## config.mk

```make
export PLATFORM = sky130hd
export DESIGN_NAME = irqp_core
export DESIGN_NICKNAME = d
export VERILOG_FILES = /design/src/rtl/irqp_pkg.sv /design/src/rtl/irqp_lowest.sv /design/src/rtl/irqp_pending.sv /design/src/rtl/irqp_inservice.sv /design/src/rtl/irqp_core.sv
export SDC_FILE = /design/constraint.sdc
export NUM_CORES = 1
export LEC_CHECK = 0
export ABC_CLOCK_PERIOD_IN_PS = 3500
export BUFFER_PORTS_ARGS = -buffer_cell sky130_fd_sc_hd__buf_2
export CAP_MARGIN = 20
export CORE_UTILIZATION = 23
export DETAILED_ROUTE_END_ITERATION = 16
export HOLD_SLACK_MARGIN = 0.03
export SYNTH_ARGS = -nofsm -noshare
export SYNTH_HDL_FRONTEND = slang
export SYNTH_HIERARCHICAL = 1
export SYNTH_SLANG_ARGS = --single-unit
export TNS_END_PERCENT = 20
```

## constraint.sdc

```tcl
create_clock -name clk_i -period 3.5 [get_ports clk_i]
set_clock_uncertainty 0.2 [all_clocks]
set_input_delay 1.05 -clock clk_i [delete_from_list [all_inputs] [get_ports clk_i]]
set_output_delay 1.05 -clock clk_i [all_outputs]
set_load 0.01 [all_outputs]
```

## src/rtl/irqp_pkg.sv

```systemverilog
package irqp_pkg;

   localparam int unsigned DEF_NSRC   = 16;
   localparam int unsigned DEF_VEC_W  = 16;
   localparam int unsigned DEF_STRIDE = 32;

   // handler address for a source position
   function automatic logic [31:0] vec_addr(input logic [31:0] base,
                                            input logic [31:0] stride,
                                            input logic [31:0] idx);
      return base + stride * idx;
   endfunction

endpackage

```

## src/rtl/irqp_lowest.sv

```systemverilog
module irqp_lowest #(
   parameter int unsigned N     = 16,
   parameter bit          ARITH = 1'b1,
   localparam int unsigned IW   = $clog2(N)
) (
   input  logic [N-1:0]  req_i,
   output logic [N-1:0]  oh_o,
   output logic [IW-1:0] idx_o,
   output logic          any_o
);

   generate
      if (ARITH) begin : g_arith
         // isolate lowest set bit by two's complement
         assign oh_o = req_i & (~req_i + N'(1));
      end else begin : g_scan
         always_comb begin
            oh_o = '0;
            for (int i = N - 1; i >= 0; i--) begin
               if (req_i[i]) oh_o = N'(1) << i;
            end
         end
      end
   endgenerate

   always_comb begin
      idx_o = '0;
      for (int i = 0; i < N; i++) begin
         if (oh_o[i]) idx_o = idx_o | IW'(i);
      end
   end

   assign any_o = |req_i;

endmodule

```

## src/rtl/irqp_pending.sv

```systemverilog
module irqp_pending #(
   parameter int unsigned N = 16
) (
   input  logic         clk_i,
   input  logic         rst_ni,
   input  logic [N-1:0] req_i,
   input  logic [N-1:0] set_i,
   input  logic [N-1:0] clr_i,
   input  logic [N-1:0] take_i,
   output logic [N-1:0] pend_o
);

   logic [N-1:0] pend_q;

   // a grant drops the old bit; new arrivals re-latch; clear wins
   always_ff @(posedge clk_i or negedge rst_ni) begin
      if (!rst_ni) pend_q <= '0;
      else         pend_q <= ((pend_q & ~take_i) | req_i | set_i) & ~clr_i;
   end

   assign pend_o = pend_q;

endmodule

```

## src/rtl/irqp_inservice.sv

```systemverilog
module irqp_inservice #(
   parameter int unsigned N     = 16,
   parameter bit          ARITH = 1'b1,
   localparam int unsigned IW   = $clog2(N)
) (
   input  logic          clk_i,
   input  logic          rst_ni,
   input  logic          rti_i,
   input  logic [N-1:0]  take_i,
   output logic [N-1:0]  isr_o,
   output logic [IW-1:0] low_idx_o,
   output logic          busy_o
);

   logic [N-1:0] isr_q;
   logic [N-1:0] low_oh;

   irqp_lowest #(.N(N), .ARITH(ARITH)) u_low (
      .req_i (isr_q),
      .oh_o  (low_oh),
      .idx_o (low_idx_o),
      .any_o (busy_o)
   );

   always_ff @(posedge clk_i or negedge rst_ni) begin
      if (!rst_ni) isr_q <= '0;
      else         isr_q <= (isr_q & ~(rti_i ? low_oh : '0)) | take_i;
   end

   assign isr_o = isr_q;

endmodule

```

## src/rtl/irqp_core.sv

```systemverilog
module irqp_core #(
   parameter int unsigned       N_SRC      = irqp_pkg::DEF_NSRC,
   parameter int unsigned       VEC_W      = irqp_pkg::DEF_VEC_W,
   parameter int unsigned       VEC_BASE   = 0,
   parameter int unsigned       VEC_STRIDE = irqp_pkg::DEF_STRIDE,
   parameter logic [N_SRC-1:0]  NOMASK_SRC = N_SRC'(7),
   parameter logic [N_SRC-1:0]  NOGIE_SRC  = N_SRC'(5),
   parameter bit                ARITH      = 1'b1,
   localparam int unsigned      IW         = $clog2(N_SRC)
) (
   input  logic              clk_i,
   input  logic              rst_ni,
   input  logic [N_SRC-1:0]  irq_i,
   input  logic [N_SRC-1:0]  swset_i,
   input  logic [N_SRC-1:0]  swclr_i,
   input  logic              mask_we_i,
   input  logic [N_SRC-1:0]  mask_wdata_i,
   input  logic              gie_on_i,
   input  logic              gie_off_i,
   input  logic              nest_i,
   input  logic              rti_i,
   output logic              take_o,
   output logic [IW-1:0]     idx_o,
   output logic [VEC_W-1:0]  vec_o
);

   generate
      if (N_SRC < 2) begin : g_bad_nsrc
         $error("irqp_core: N_SRC must be at least 2");
      end
      if (VEC_STRIDE == 0) begin : g_bad_stride
         $error("irqp_core: VEC_STRIDE must be nonzero");
      end
      if ((NOGIE_SRC & ~NOMASK_SRC) != '0) begin : g_bad_nogie
         $error("irqp_core: enable-immune sources must also be mask-immune");
      end
   endgenerate

   logic [N_SRC-1:0] pend_q;
   logic [N_SRC-1:0] mask_q;
   logic             gie_q;
   logic [N_SRC-1:0] elig;
   logic [N_SRC-1:0] cand_oh;
   logic [IW-1:0]    cand_idx;
   logic             cand_any;
   logic [N_SRC-1:0] isr_q;
   logic [IW-1:0]    isr_low_idx;
   logic             isr_busy;
   logic             grant;
   logic [N_SRC-1:0] take_oh;
   logic             take_q;
   logic [IW-1:0]    idx_q;
   logic [VEC_W-1:0] vec_q;

   irqp_pending #(.N(N_SRC)) u_pend (
      .clk_i  (clk_i),
      .rst_ni (rst_ni),
      .req_i  (irq_i),
      .set_i  (swset_i),
      .clr_i  (swclr_i),
      .take_i (take_oh),
      .pend_o (pend_q)
   );

   always_ff @(posedge clk_i or negedge rst_ni) begin
      if (!rst_ni) begin
         mask_q <= '0;
         gie_q  <= 1'b0;
      end else begin
         if (mask_we_i) mask_q <= mask_wdata_i;
         if (gie_off_i)     gie_q <= 1'b0;
         else if (gie_on_i) gie_q <= 1'b1;
      end
   end

   assign elig = pend_q & (mask_q | NOMASK_SRC) & (gie_q ? '1 : NOGIE_SRC);

   irqp_lowest #(.N(N_SRC), .ARITH(ARITH)) u_cand (
      .req_i (elig),
      .oh_o  (cand_oh),
      .idx_o (cand_idx),
      .any_o (cand_any)
   );

   irqp_inservice #(.N(N_SRC), .ARITH(ARITH)) u_isr (
      .clk_i     (clk_i),
      .rst_ni    (rst_ni),
      .rti_i     (rti_i),
      .take_i    (take_oh),
      .isr_o     (isr_q),
      .low_idx_o (isr_low_idx),
      .busy_o    (isr_busy)
   );

   assign grant   = cand_any && (!isr_busy || (nest_i && (cand_idx < isr_low_idx)));
   assign take_oh = grant ? cand_oh : '0;

   always_ff @(posedge clk_i or negedge rst_ni) begin
      if (!rst_ni) begin
         take_q <= 1'b0;
         idx_q  <= '0;
         vec_q  <= '0;
      end else begin
         take_q <= grant;
         idx_q  <= grant ? cand_idx : '0;
         vec_q  <= grant ? VEC_W'(irqp_pkg::vec_addr(VEC_BASE, VEC_STRIDE, 32'(cand_idx)))
                         : '0;
      end
   end

   assign take_o = take_q;
   assign idx_o  = idx_q;
   assign vec_o  = vec_q;

endmodule

```

==> results of run 1 <==
where the power goes:
part	leakage, nW	internal [mW]	switching, mW
registers	0.594	0.673	0.105
clock network	0.0679	0.265	0.200
logic	1.18	0.300	0.384
worst paths after layout:
check                                               to  slack [ns]  cells after the start
max                        u_pend/pend_o[14]$_DFF_PN0_        0.35                     10
min                              mask_q[5]$_DFFE_PN0P_        0.30                      1
max reg2reg                u_pend/pend_o[14]$_DFF_PN0_        0.35                     10
min reg2reg                      mask_q[5]$_DFFE_PN0P_        0.30                      1
max in group asynchronous       mask_q[12]$_DFFE_PN0P_        2.30                      2
min in group asynchronous        mask_q[9]$_DFFE_PN0P_        0.53                      2
layout by cell type, fill, tap and decap left out, drive strengths merged:
cell,Yosys,layout
o21a,2,2
and2b,1,1
nand2b,18,18
nand2,46,46
or4,2,2
o32ai,4,4
nand3,5,5
a31oi,2,2
ha,3,3
o21bai,1,1
buf,31,101
clkinv,0,1
mux2,13,13
nand3b,1,1
clkbuf,1,7
o22ai,2,2
inv,11,11
and3,21,21
nand4,20,20
nor2,37,37
nor4,6,6
o31a,2,2
dfrtp,51,51
a21oi,20,20
a41oi,2,2
nor3b,9,9
conb,1,12
nor2b,3,3
o211ai,1,1
and4b,2,2
o21ai,24,24
nor3,6,6
and2,5,5
a21o,16,16
layer usage:
layer  wire length (µm)  GRT usage (%)
met2               3950           19.1
met5                  0              0
met1               3600           14.1
met4                 66           3.01
met3                331           1.73
critical path: cells and delay by family, from the launching register on:
family,cells,cell delay (ns)
AO/OA/AOI/OAI,4,0.67
adder cells (fa/ha/maj),1,0.20
flip-flops,1,0.45
buffers and inverters,1,0.21
AND/OR/NAND/NOR,4,1.35
state kept, by name (all words and copies together), names as in the netlist:
register and cells:
gie_q 1, mask_q 13, take_o 1, u_isr/isr_o 16
u_pend/pend_o 16, vec_o 4
metrics by stage:
stage               cell area (µm²)  hold slack (ns)  setup slack [ns]  setup TNS, ns  power, mW
finish                         4060            0.296             0.353              0       1.93
global route                   4060            0.330             0.172              0       2.05
CTS                            4050            0.303             0.138              0       1.93
detailed placement             3910            0.289             0.164              0       1.46
global placement               3900            0.284            -0.105         -0.576       1.39
floorplan                      3340            0.272             0.718              0       1.29
Yosys cell counts, types with 3 or more instances:
cell type,n
o32ai_1,4
o21ai_2,14
o21ai_0,5
nand2b_1,18
and2_1,5
and3_1,15
and3_2,6
nand3_1,5
nor3b_1,6
a21o_1,16
nor2_1,36
nand2_1,44
mux2_2,13
a21oi_1,20
buf_2,6
nor3_1,4
buf_4,21
dfrtp_1,51
nor3b_2,3
nand4_1,20
inv_1,11
ha_1,3
o21ai_1,5
buf_6,3
cell type report:
class / count / area (µm²) / share of cell area [%]
well taps: 180 / 225 / 5.55
clock buffers: 7 / 133 / 3.27
flip-flops and latches: 51 / 1280 / 31.5
repair buffers: 101 / 588 / 14.5
inverters: 11 / 41.3 / 1.02
multi-input cells: 286 / 1790 / 44.1
clock inverters: 1 / 5.00 / 0.123
cells by family after synthesis:
family | share of synthesized area [%]
adders and majority gates | 1.14
DFF | 38.6
buffers and inverters | 8.67
AOI/OAI and AO/OA | 15.9
muxes | 4.43
and+or+nand+nor | 31.1
other | 0.114
==> results.ini, run 1 <==
[die]
dieArea_um2=14800
start_util_pct=23.7
die_w_um=122
core_area_um2=13900
rows=43
pin_count=92
die_h_um=122

[cells_and_area]
antennaDiodeCount=0
syn_to_final_growth_pct=22.8
final_nets=530
fin_cells=637
drive_gt1_share_pct=33.9
fill_cells=1452
fin_util_pct=29.1

[clocking]
holdBufCountCts=0
clk_path_buf_depth=2
cts_resized=0
clkSinkCount=51
cts_tree=done
postCtsSetupBuffers=0
numCtsBuffers=5
clk_transition_reported_paths_ns=0.06
cts_root_buffer=clkbuf_16
clk_latency_ns=0.28
cts-htree-levels=2

[pwr]
power_density_nw_per_um2=475
peakVddDrop_mv=0.251
cellLeakagePower_nw=1.85

[setup_path]
crit_arrival_ns=3.16
path_class=reg -> reg
startpoint_type=register
cpPeakStageDelay_ns=0.58
slowest_stage=or4_1
path_cells=and3_1 > or4_1 > o22ai_1 > ha_1 > o211ai_2 > nor2_4 > buf_8 > o21ai_1 > nand2b_1 > a21oi_1
crit_start=gie_q$_DFFE_PN0P_
critPathCaptureType=register
required_ns=3.51
r2r_start=gie_q$_DFFE_PN0P_
cp_max_fo=12

[drt]
wire_per_inst_um=12.5
ant_nets=0
post-route-drc-count=0
drtPass1Iterations=4
via_per_inst=4.64
vias=2957
initialDrtViolationCount=186
wirelength_um=7950

[placement]
place_inst=629
portBuffers=76
hpwl_um=6220
finalWeightedCongestion=0.845

[hold_path]
min-delay-start=mask_q[5]$_DFFE_PN0P_
hp-class=reg -> reg

[flow_run]
cap_violations=0

[yosys]
synth_area_leader_cell=dfrtp_1
synth_edf_count=0
synth_warnings=6
yosys-top-cells-area=dfrtp_1 (39%), nand2_1 (5.0%), buf_4 (4.8%)
syn_area_per_cell_um2=8.95
synth_top_area_share_pct=38.6
synthesis.area_um2=3300
ys_seq_elements=51
synth_cells=369
async_flop_share_pct=100
synth_cell_types=46
seq_area_frac_synth_pct=38.6
synth_ff_type=dfrtp_1

[timing]
clock.fmax_mhz=318
period_share_pct=89.9
setup_viol=0
period_minus_slack_ns=3.15
max_slew_margin_pct=57.4
slew_violations=0
hold_viol=0
worst_pin_slew_ns=0.640
rsz0062_at_grt=no

[global_routing]
grt_pass1_vias=2803
grt_max_degree=52
grt_pass1_wl_um=13300
track_usage_pct=11.0
antenna_found_initial=0
overflow=0

[status]
run_status=complete, no violations

Note: power is estimated with default switching activity, not from simulation.
==> run 2, diff against run 1 <==
Settings changed: CTS_CLUSTER_DIAMETER set to 200, PLACE_DENSITY set to 0.41.
==> run 2 against run 1 <==
Utilization down 0.45 points. Sequential power up 0.9%. Final cell count down 2.5%. Fmax down 2.0%. First-iteration DRC count down 31%. Combinational power down 3.7%. Design area down 1.5%. Via count down 3.9%. Global-route usage up 1.1 points. Largest cell class unchanged.
==> results.ini, run 2 (synthesized netlist as in run 1, its figures left out) <==
[status]
run_status=complete, no violations

[drt]
wirelength_um=8230  ; +3.5%
ant_nets=0  ; unchanged
post-route-drc-count=0  ; unchanged
drtPass1Iterations=4  ; unchanged
via_per_inst=4.57  ; -1.4%
initialDrtViolationCount=128  ; -31%
vias=2841  ; -3.9%
wire_per_inst_um=13.2  ; +6.2%

[clocking]
cts-htree-levels=2  ; unchanged
clkSinkCount=51  ; unchanged
postCtsSetupBuffers=0  ; unchanged
cts_root_buffer=clkbuf_16
holdBufCountCts=0  ; unchanged
cts_tree=done
clk_latency_ns=0.29  ; about the same
numCtsBuffers=5  ; unchanged
clk_transition_reported_paths_ns=0.06  ; about the same
cts_resized=0  ; unchanged
clk_path_buf_depth=2  ; unchanged

[die]
rows=43  ; unchanged
die_w_um=122  ; unchanged
die_h_um=122  ; unchanged
core_area_um2=13900  ; unchanged
pin_count=92  ; unchanged
start_util_pct=23.7  ; unchanged
dieArea_um2=14800  ; unchanged

[timing]
setup_viol=0  ; unchanged
period_minus_slack_ns=3.21  ; +0.0653 ns
clock.fmax_mhz=311  ; -2.0%
period_share_pct=91.8  ; +1.9 points
slew_violations=0  ; unchanged
rsz0062_at_grt=no
worst_pin_slew_ns=0.675  ; +0.0352 ns
hold_viol=0  ; unchanged
tns_ns=0  ; unchanged
max_slew_margin_pct=55.0  ; -2.3 points

[placement]
hpwl_um=6270  ; +0.83%
finalWeightedCongestion=0.781  ; -7.6%
portBuffers=76  ; unchanged
place_inst=613  ; -2.5%

[setup_path]
path_buf_inv=1  ; unchanged
startpoint_type=register
crit_family=simple AND/OR/NAND/NOR gates
cp.depth=11  ; +1
path_class=reg -> reg
critPathCaptureType=register
rr_worst_depth=11  ; +1
crit_arrival_ns=3.19  ; +0.03 ns
required_ns=3.48  ; -0.03 ns
crit_start=gie_q$_DFFE_PN0P_
slowest_stage=dfrtp_1
r2r_start=gie_q$_DFFE_PN0P_
cpPeakStageDelay_ns=0.53  ; -0.05 ns
cp_max_fo=21  ; +9
path_cells=and3_1 > nor4_4 > nand2_2 > a41oi_1 > ha_1 > nand2_1 > buf_12 > nand4_1 > o21ai_2 > nand2b_1 > a21oi_1

[cells_and_area]
final_nets=514  ; -3.0%
multi_input_area_um2=1790  ; +0.21%
fin_cells=621  ; -2.5%
seqCellArea_um2=1280  ; unchanged
final_common_cell=buf_2
final_cell_mix=buf_2 (76), dfrtp_1 (51), nand2_1 (44), nor2_1 (36)
drive_gt1_share_pct=32.0  ; -1.9 points
syn_to_final_growth_pct=20.9
fill_cells=1483  ; +2.1%
antennaDiodeCount=0  ; unchanged

[pwr]
power_density_nw_per_um2=505  ; +6.4%
peakVddDrop_mv=0.251  ; +0.31%
cellLeakagePower_nw=1.79  ; -2.7%

[flow_run]
cap_violations=0  ; unchanged

[hold_path]
hp-class=reg -> reg
holdPathStages=1  ; unchanged
min-delay-start=mask_q[7]$_DFFE_PN0P_

[global_routing]
track_usage_pct=12.1  ; +1.1 points
overflow=0  ; unchanged
grt_max_degree=52  ; unchanged
antenna_found_initial=0  ; unchanged
grt_pass1_vias=2788  ; -0.54%
grt_pass1_wl_um=14000  ; +5.6%

[run 2: final cells by class]
type	instances	area share, %
well taps	180	5.64
clock buffers	6	3.48
clock inverters	2	0.877
repair buffers	85	12.2
flip-flops and latches	51	32.0
inverters	11	1.03
multi-input cells	286	44.8
[run 2: power by group]
group          total [mW]  switching, mW  internal (mW)
combinational       0.659          0.366          0.293
sequential          0.785          0.112          0.672
clock               0.575          0.219          0.356
total                2.02          0.697           1.32
[run 2: metal layers]
layer / part of all wire, % / wire length (µm) / global-route usage [%]
met2: 46 / 3750 / 19.7
met1: 50 / 4120 / 16.3
met3: 3.1 / 255 / 2.11
met5: 0 / 0 / 0
met4: 1.1 / 94 / 3.47
[run 2: path summary, 6_finish.rpt]
path | end | slack [ns]
max in group asynchronous | mask_q[12]$_DFFE_PN0P_ | 2.31
setup reg to reg | u_pend/pend_o[3]$_DFF_PN0_ | 0.29
hold / removal | mask_q[7]$_DFFE_PN0P_ | 0.30
hold reg to reg | mask_q[7]$_DFFE_PN0P_ | 0.30
min in group asynchronous | u_isr/isr_o[1]$_DFF_PN0_ | 0.55
setup / recovery | u_pend/pend_o[3]$_DFF_PN0_ | 0.29
[run 2: through the flow]
step                      total power, mW  area [µm²]  hold WS (ns)  setup WS (ns)  util, %
after global routing                 2.17        3990         0.316         0.0198     28.7
final                                2.02        3990         0.302          0.288     28.7
after global placement               1.45        3810         0.283          0.278     27.3
after floorplan                      1.29        3340         0.272          0.718        -
after CTS                            2.05        3980         0.306          0.185     28.6
after detailed placement             1.46        3810         0.290          0.204     27.3
[run 2: worst reg2reg max path, stage by stage, from the launching register on]
cell and delay [ns]:
dfrtp_1 0.53, and3_1 0.27, nor4_4 0.40, nand2_2 0.15
a41oi_1 0.38, ha_1 0.33, nand2_1 0.12, buf_12 0.16
nand4_1 0.12, o21ai_2 0.23, nand2b_1 0.15, a21oi_1 0.06
==> run 3, diff against run 2 <==
Settings changed: ABC_CLOCK_PERIOD_IN_PS 3500 to 2800, PLACE_DENSITY 0.41 to 0.42.
Clock period 3.5 ns to 2.8 ns, I/O delays scaled along.
==> run 3 against run 2 <==
Hold slack worse by 0.0046 ns. Non-clock buffer count is 61 higher. Via count is 8.8% higher. Utilization is 5.5 points higher. First-iteration DRC count is 14% lower. Sequential power is 20% higher. Clock-buffer cell count is 1 higher. Final cell count is 9.8% higher. Global-route usage is 0.72 points higher. Power is 45% higher.
==> results.ini, run 3 (synthesized netlist as in run 1, its figures left out) <==
[status]
run_status=complete, no violations

[pwr]
power_mw=2.92  ; +45%
cellLeakagePower_nw=2.14  ; +19%
peakVddDrop_mv=0.237  ; -5.9%
power_density_nw_per_um2=615  ; +22%

[drt]
initialDrtViolationCount=110  ; -14%
wire_per_inst_um=13.3  ; +0.41%
post-route-drc-count=0  ; unchanged
ant_nets=0  ; unchanged
drtPass1Iterations=4  ; unchanged
via_per_inst=4.53  ; -0.93%
vias=3091  ; +8.8%
wirelength_um=9070  ; +10%

[placement]
finalWeightedCongestion=0.792  ; +1.4%
preCtsSetupSlack_ns=-0.218  ; -0.422 ns
place_inst=662  ; +8.0%
hpwl_um=7010  ; +12%
portBuffers=76  ; unchanged
postPlaceCellArea_um2=4170  ; +9.3%

[die]
pin_count=92  ; unchanged
dieArea_um2=14800  ; unchanged
core_area_um2=13900  ; unchanged
rows=43  ; unchanged
die_h_um=122  ; unchanged
start_util_pct=23.7  ; unchanged
die_w_um=122  ; unchanged

[global_routing]
overflow=0  ; unchanged
track_usage_pct=12.8  ; +0.72 points
grt_pass1_wl_um=14900  ; +6.2%
grt_pass1_vias=3097  ; +11%
grt_max_degree=27  ; -48%
antenna_found_initial=0  ; unchanged

[timing]
hold_ws_ns=0.297  ; -0.00456 ns
fin_ws_ns=0.00987  ; -0.278 ns
max_slew_margin_pct=58.8  ; +3.8 points
period_share_pct=99.6  ; +7.9 points
clock.fmax_mhz=358  ; +15%
tns_ns=0  ; unchanged
setup_viol=0  ; unchanged
hold_viol=0  ; unchanged
period_minus_slack_ns=2.79  ; -0.422 ns
rsz0062_at_grt=yes
slew_violations=0  ; unchanged
worst_pin_slew_ns=0.618  ; -0.0565 ns

[setup_path]
r2r_start=gie_q$_DFFE_PN0P_
path_buf_inv=2  ; +1
r2r_end=u_pend/pend_o[4]$_DFF_PN0_
crit_arrival_ns=2.77  ; -0.42 ns
reg2reg_slack_ns=0.01  ; -0.28 ns
required_ns=2.78  ; -0.70 ns
rr_worst_depth=12  ; +1
path_class=reg -> reg
cp.depth=12  ; +1
crit_family=simple AND/OR/NAND/NOR gates
cpPeakStageDelay_ns=0.47  ; -0.06 ns
path_cells=and3_4 > nor4_4 > buf_4 > nand3_4 > o32ai_4 > ha_4 > o211ai_4 > nor2_4 > buf_6 > o21ai_4 > nand2b_1 > a21oi_1
slowest_stage=dfrtp_2
cp_max_fo=8  ; -62%
crit_path_end=u_pend/pend_o[4]$_DFF_PN0_
startpoint_type=register
critPathCaptureType=register
crit_start=gie_q$_DFFE_PN0P_

[cells_and_area]
fill_cells=1428  ; -3.7%
fin_cells=682  ; +9.8%
final_common_cell=buf_2
final_area_um2=4750  ; +19%
fin_util_pct=34.1  ; +5.5 points
multi_input_area_um2=2090  ; +17%
final_cell_mix=buf_2 (76), buf_4 (62), dfrtp_1 (50), nand2_1 (42), nor2_1 (33)
syn_to_final_growth_pct=43.9
drive_gt1_share_pct=46.2  ; +14 points
final_nets=575  ; +12%
seqCellArea_um2=1280  ; about the same
antennaDiodeCount=0  ; unchanged

[clocking]
numCtsBuffers=5  ; unchanged
holdBufCountCts=0  ; unchanged
clk_path_buf_depth=2  ; unchanged
clkSinkCount=51  ; unchanged
clk_transition_reported_paths_ns=0.07  ; about the same
cts_tree=done
clk_latency_ns=0.30  ; about the same
cts_root_buffer=clkbuf_16
cts-htree-levels=2  ; unchanged

[hold_path]
hp-class=reg -> reg

[flow_run]
cap_violations=0  ; unchanged

-- run 3: worst min path at each step --
stage | depth (start not counted) | start | slack, ns | to
2_1_floorplan | 1 | mask_q[14]$_DFFE_PN0P_ | 0.27 | mask_q[14]$_DFFE_PN0P_
3_3_place_gp | 1 | mask_q[8]$_DFFE_PN0P_ | 0.28 | mask_q[8]$_DFFE_PN0P_
3_5_place_dp | 1 | mask_q[8]$_DFFE_PN0P_ | 0.29 | mask_q[8]$_DFFE_PN0P_
4_1_cts | 1 | mask_q[8]$_DFFE_PN0P_ | 0.30 | mask_q[8]$_DFFE_PN0P_
5_1_grt | 1 | mask_q[8]$_DFFE_PN0P_ | 0.31 | mask_q[8]$_DFFE_PN0P_
6_report | 1 | mask_q[8]$_DFFE_PN0P_ | 0.30 | mask_q[8]$_DFFE_PN0P_
-- run 3: final cells by class --
cell class                 instances  share of cell area [%]
sequential                        51                    26.9
multi-input combinational        286                    44.0
timing repair buffer             146                    20.1
inverter                          11                   0.868
clock inverter                     1                   0.158
clock buffer                       7                    3.21
tap                              180                    4.74
-- run 3: what timing repair did --
item / in CTS / in global routing
pin swaps: 8 / 16
gates resized for setup: 27 / 32
setup endpoints to repair: 37 / 27
gates cloned: 1 / 0
setup buffers: 5 / 6
-- run 3: metal layers --
metal	routed length (µm)	vias to the layer above	global-route usage, %
met5	0	-	0
met4	191	0	4.86
met3	250	14	2.01
met2	4350	64	21.8
met1	4280	1470	16.2
li1	-	1543	-
-- run 3: worst register-to-register path: stages (launching register included) --
cell      delay [ns]
dfrtp_2         0.47
and3_4          0.22
nor4_4          0.27
buf_4           0.18
nand3_4         0.09
o32ai_4         0.18
ha_4            0.26
o211ai_4        0.20
nor2_4          0.07
buf_6           0.16
o21ai_4         0.18
nand2b_1        0.14
a21oi_1         0.06
-- run 3: where the power goes --
group / internal (mW) / total [mW] / switching, mW
registers: 0.841 / 0.940 / 0.0991
clock network: 0.381 / 0.661 / 0.280
logic: 0.630 / 1.32 / 0.693
total: 1.85 / 2.92 / 1.07
